===== src/rtl/gray_serial_pkg.sv =====
`timescale 1ns/1ps
package gray_serial_pkg;
  typedef enum logic {
    DIR_BIN2GRAY = 1'b0,
    DIR_GRAY2BIN = 1'b1
  } conv_dir_e;
endpackage


===== src/rtl/gray_frame_pos.sv =====
`timescale 1ns/1ps
module gray_frame_pos #(
  parameter int FRAME_BITS = 3,
  localparam int POS_W = (FRAME_BITS > 1) ? $clog2(FRAME_BITS) : 1
) (
  input  logic             clk,
  input  logic             rst,
  input  logic             step,
  output logic [POS_W-1:0] pos,
  output logic             is_first,
  output logic             is_last
);
  localparam logic [POS_W-1:0] LAST_POS = POS_W'(FRAME_BITS - 1);

  always_ff @(posedge clk) begin
    if (rst)
      pos <= '0;
    else if (step)
      pos <= is_last ? '0 : pos + 1'b1;
  end

  always_comb begin
    is_first = (pos == '0);
    is_last  = (pos == LAST_POS);
  end


  pos_hold_chk: assert property (@(posedge clk) disable iff (rst)
    !step |=> $stable(pos));


  pos_wrap_chk: assert property (@(posedge clk) disable iff (rst)
    (step && is_last) |=> (pos == '0));


  pos_reset_chk: assert property (@(posedge clk)
    rst |=> (pos == '0));
endmodule


===== src/rtl/gray_hist_bit.sv =====
`timescale 1ns/1ps
module gray_hist_bit (
  input  logic clk,
  input  logic rst,
  input  logic step,
  input  logic word_done,
  input  logic next_val,
  output logic hist
);
  always_ff @(posedge clk) begin
    if (rst)
      hist <= 1'b0;
    else if (step)
      hist <= word_done ? 1'b0 : next_val;
  end


  hist_clear_chk: assert property (@(posedge clk) disable iff (rst)
    (step && word_done) |=> !hist);


  hist_hold_chk: assert property (@(posedge clk) disable iff (rst)
    !step |=> $stable(hist));
endmodule


===== src/rtl/gray_serial_conv.sv =====
`timescale 1ns/1ps
module gray_serial_conv
  import gray_serial_pkg::*;
#(
  parameter int FRAME_BITS = 3,
  localparam int POS_W = (FRAME_BITS > 1) ? $clog2(FRAME_BITS) : 1
) (
  input  logic clk,
  input  logic rst,
  input  logic in_bit,
  input  logic in_valid,
  input  logic mode,
  output logic out_bit,
  output logic out_valid,
  output logic frame_end
);
  logic [POS_W-1:0] pos;
  logic             is_first;
  logic             is_last;
  logic             hist;
  logic             raw_bit;
  logic             hist_next;
  conv_dir_e        dir_q;
  conv_dir_e        dir_eff;

  gray_frame_pos #(.FRAME_BITS(FRAME_BITS)) u_pos (
    .clk      (clk),
    .rst      (rst),
    .step     (in_valid),
    .pos      (pos),
    .is_first (is_first),
    .is_last  (is_last)
  );

  // Direction is taken from the port on a word's first bit, then held.
  always_ff @(posedge clk) begin
    if (rst)
      dir_q <= DIR_BIN2GRAY;
    else if (in_valid && is_first)
      dir_q <= conv_dir_e'(mode);
  end

  always_comb begin
    dir_eff   = is_first ? conv_dir_e'(mode) : dir_q;
    raw_bit   = in_bit ^ hist;
    hist_next = (dir_eff == DIR_BIN2GRAY) ? in_bit : raw_bit;
    out_bit   = in_valid & raw_bit;
    out_valid = in_valid;
    frame_end = in_valid & is_last;
  end

  gray_hist_bit u_hist (
    .clk       (clk),
    .rst       (rst),
    .step      (in_valid),
    .word_done (is_last),
    .next_val  (hist_next),
    .hist      (hist)
  );


  msb_pass_chk: assert property (@(posedge clk) disable iff (rst)
    (in_valid && pos == '0) |-> (out_bit == in_bit));


  dir_stable_chk: assert property (@(posedge clk) disable iff (rst)
    (in_valid && pos != '0) |=> $stable(dir_q));


  idle_quiet_chk: assert property (@(posedge clk) disable iff (rst)
    !in_valid |-> (!out_valid && !out_bit && !frame_end));


  end_valid_chk: assert property (@(posedge clk) disable iff (rst)
    frame_end |-> out_valid);
endmodule


===== config.mk =====
export PLATFORM = sky130hd
export DESIGN_NAME = gray_serial_conv
export DESIGN_NICKNAME = d
export VERILOG_FILES = /design/src/rtl/gray_serial_pkg.sv /design/src/rtl/gray_frame_pos.sv /design/src/rtl/gray_hist_bit.sv /design/src/rtl/gray_serial_conv.sv
export SDC_FILE = /design/constraint.sdc
export NUM_CORES = 1
export LEC_CHECK = 0
export CAP_MARGIN = 0
export CORE_AREA = 2 2 39 41
export DETAILED_ROUTE_END_ITERATION = 8
export DIE_AREA = 0 0 41 43
export DONT_BUFFER_PORTS = 1
export PLACE_DENSITY = 0.3
export SLEW_MARGIN = 20
export SYNTH_ARGS = -nofsm -noshare
export SYNTH_HDL_FRONTEND = slang
export SYNTH_SLANG_ARGS = --single-unit
export TNS_END_PERCENT = 30

===== constraint.sdc =====
create_clock -name clk -period 1.9 [get_ports clk]
set_input_delay 0.38 -clock clk [delete_from_list [all_inputs] [get_ports clk]]
set_output_delay 0.38 -clock clk [all_outputs]
set_load 0.01 [all_outputs]

==> summary.md <==
| Metric | Value |
|---|---|
| Clk buf depth | `2` |
| Clock Pin Slew Worst Setup and Hold Paths | `0.04 ns` |
| Worst path required time | `1.52 ns` |
| First-pass GRT wire length | `800 µm` |
| Top cell type's share of synthesized area | `0.3333` |
| Fin. Hold Viols | `0` |
| Setup CP Type | `reg2out` |
| Max Fanout on Critical Path | `8` |
| FF+latch count, synth | `4` |
| Vias in the first global route | `211` |
| Switch Pwr | `0.04602 mW` |
| Initial core utilization | `0.1736` |
| Yosys warns | `0` |
| Async set-reset flop share out of synthesis | `0` |
| Logic pwr share | `0.111` |
| Routed WL | `437 µm` |
| Via Count | `182` |
| Worst Path Buf+Inv | `0` |
| DRT Pass-1 Iters | `1` |
| Share of layout cells above drive strength 1 | `0.2857` |
| Cell area after synthesis | `240.2 µm²` |
| Top cells by instance count after synthesis | `dfxtp_1 (4), nand2_1 (4), a21oi_1 (2), inv_1 (2)` |
| Worst-path cell chain | `and3b_2` |
| CP startpoint | `u_pos.pos[0]` |
| Status | `finished, final reports clean` |
| Worst setup margin | `0.5907 ns` |
| IO Count | `8` |
| Worst Setup Slack post-DPL | `0.5881 ns` |
| Critical path capture point type | `primary output` |
| Area Growth Syn to Fin | `14.58%` |
| CTS tree | `done` |
| Finished Core Util | `0.1989` |
| Startpoint types | `flip-flop` |
| Clk sinks | `4` |
| Avg WL per Cell | `9.932 µm` |
| Post-Synthesis Cells | `26` |
| Fin crit period | `1.309 ns` |
| Core ar. | `0.001384 mm²` |
| Syn Nets | `31` |
| Worst R2R Start | `u_pos.pos[0]` |
| Power, Total | `0.2216 mW` |
| Post-route insts no fill | `44` |
| Buffers on Ports | `0` |
| Max-slew violation count | `0` |
| Post-CTS setup buffer count | `0` |
| Sw Share | `0.2077` |
| EDFF count, synth | `0` |
| Antenna Violating Nets Remaining | `0` |
| Clock Skews | `0.002207 ns` |
| Die Area | `0.001763 mm²` |
| Antenna violations before repair | `0` |
| Worst skew pair latency | `0.23 ns` |
| CTS Buf Count | `3` |
| Nets | `35` |
| Hold Path Class | `in2reg` |
| PostCTS Resize Cnt | `0` |
| Power density cells | `804.9 mW/mm²` |
| Row count | `14` |
| Clk pwr share | `0.452` |
| Critical hold path startpoint | `rst` |
| WP data arrival | `0.93 ns` |
| Post-synthesis sequential area ratio | `0.3333` |
| CP max-delay cell | `dfxtp_1` |
| DR vias/cell | `4.136` |
| Internal Power | `0.1755 mW` |
| Synth cell types | `18` |
| Die height | `43 µm` |
| Ys flop type | `dfxtp_1` |
| Setup tns final | `0 ns` |
| GR Overflow Total | `0` |
| Worst-Margin Slew | `0.3303 ns` |
| FMAX | `763.8 MHz` |
| Final Setup Violations | `0` |
| GRT Util Overall | `0.07042` |
| Worst VDD drop | `0.3079 mV` |
| Synth Area per Inst | `9.240 µm²` |
| Worst slew margin | `0.7770` |
| Synth area leader | `dfxtp_1` |
| FILL cells | `155` |
| Crit-path max cell delay | `0.44 ns` |
| Number of max-cap violations | `0` |
| # DRC | `0` |
| Largest net degree at the start of global routing | `10` |
| Initial DRC count | `0` |
| Placed cells | `41` |
| RSZ-0062 raised after global routing | `no` |
| Synth top area cells | `dfxtp_1 (33%), a2111oi_2 (6.3%), mux2_4 (6.3%)` |
| Post-CTS Hold Buffers | `0` |
| Sequential Power Share | `0.437` |
| Leakage | `0.1172 nW` |
| Crit-path leading delay family | `flip-flops` |
| GPL Wtd Cong | `0.6254` |
| Die width | `41 µm` |
| Final period util | `0.6891` |
| Ant. Diodes | `0` |
| Clock root buffer | `clkbuf_4` |
| H-tree lvl count | `1` |
-- layout make-up --
class	count	area, µm²	share of cell area
inverter	2	7.507	0.02727
tap	16	20.02	0.07273
clock buffer	3	22.52	0.08182
sequential	4	80.08	0.2909
multi-input combinational	19	145.1	0.5273
-- layer usage --
layer  GRT usage  vias to the layer above  part of all wire
met5           0                        -                 0
met4     0.08000                        0                 0
met3     0.04188                        0              0.16
met2     0.08750                        7              0.50
met1     0.07120                       80              0.34
li1            -                       95                 -
-- final timing paths --
kind	cells after the start	end	slack (ns)
setup / recovery	1	frame_end	0.59
hold / removal	1	u_pos.pos[0]	0.22
setup reg to reg	3	u_hist.hist	0.60
hold reg to reg	2	dir_q	0.47
-- power groups by stage --
| stage | registers (mW) | clock network, mW | logic, mW |
|---|---|---|---|
| 2_1_floorplan | 0.0965 | 0 | 0.0248 |
| 3_3_place_gp | 0.0984 | 0 | 0.0254 |
| 3_5_place_dp | 0.0982 | 0 | 0.0253 |
| 4_1_cts | 0.0969 | 0.107 | 0.0254 |
| 5_1_grt | 0.0976 | 0.113 | 0.0285 |
| 6_report | 0.0968 | 0.100 | 0.0247 |
-- state kept, by name, summed over array words and instances, names as in the netlist --
name	flops
dir_q	1
u_hist.hist	1
u_pos.pos	2
-- stage by stage --
step           hold slack [ns]  cell area, µm²
2_1_floorplan           0.4431           240.2
3_3_place_gp            0.4531           252.7
3_5_place_dp            0.4540           252.7
4_1_cts                 0.2069           275.3
5_1_grt                 0.2152           275.3
6_report                0.2171           275.3
-- worst reg2reg max path: stages (launching register included) --
cell and delay, ns:
dfxtp_1 0.44, mux2_4 0.33, a2111oi_2 0.35, a41o_1 0.13
-- cell usage in the layout, fill, tap and decap left out --
cell,synthesis,layout
a2111oi_2,1,1
or2_0,1,1
and2b_2,1,1
dfxtp_1,4,4
and3b_2,1,1
clkbuf_4,0,3
and2_1,1,1
o311ai_0,1,1
nand2_1,4,4
xor2_1,1,1
nor2_1,1,1
or3b_1,1,1
mux2_2,1,1
or2b_1,1,1
mux2_4,1,1
a21oi_1,2,2
inv_1,2,2
a41o_1,1,1
-- cell families (layout without fill, tap and decap cells) --
| family | after synthesis | count (layout) | share of synthesized area |
|---|---|---|---|
| AND/OR/NAND/NOR | 11 | 11 | 0.2761 |
| AO/OA/AOI/OAI | 5 | 5 | 0.1823 |
| flip-flops | 4 | 4 | 0.3333 |
| buffers and inverters | 3 | 5 | 0.06252 |
| XOR/XNOR | 1 | 1 | 0.03646 |
| multiplexers | 2 | 2 | 0.1094 |
Note: power is estimated with default switching activity, not from simulation.
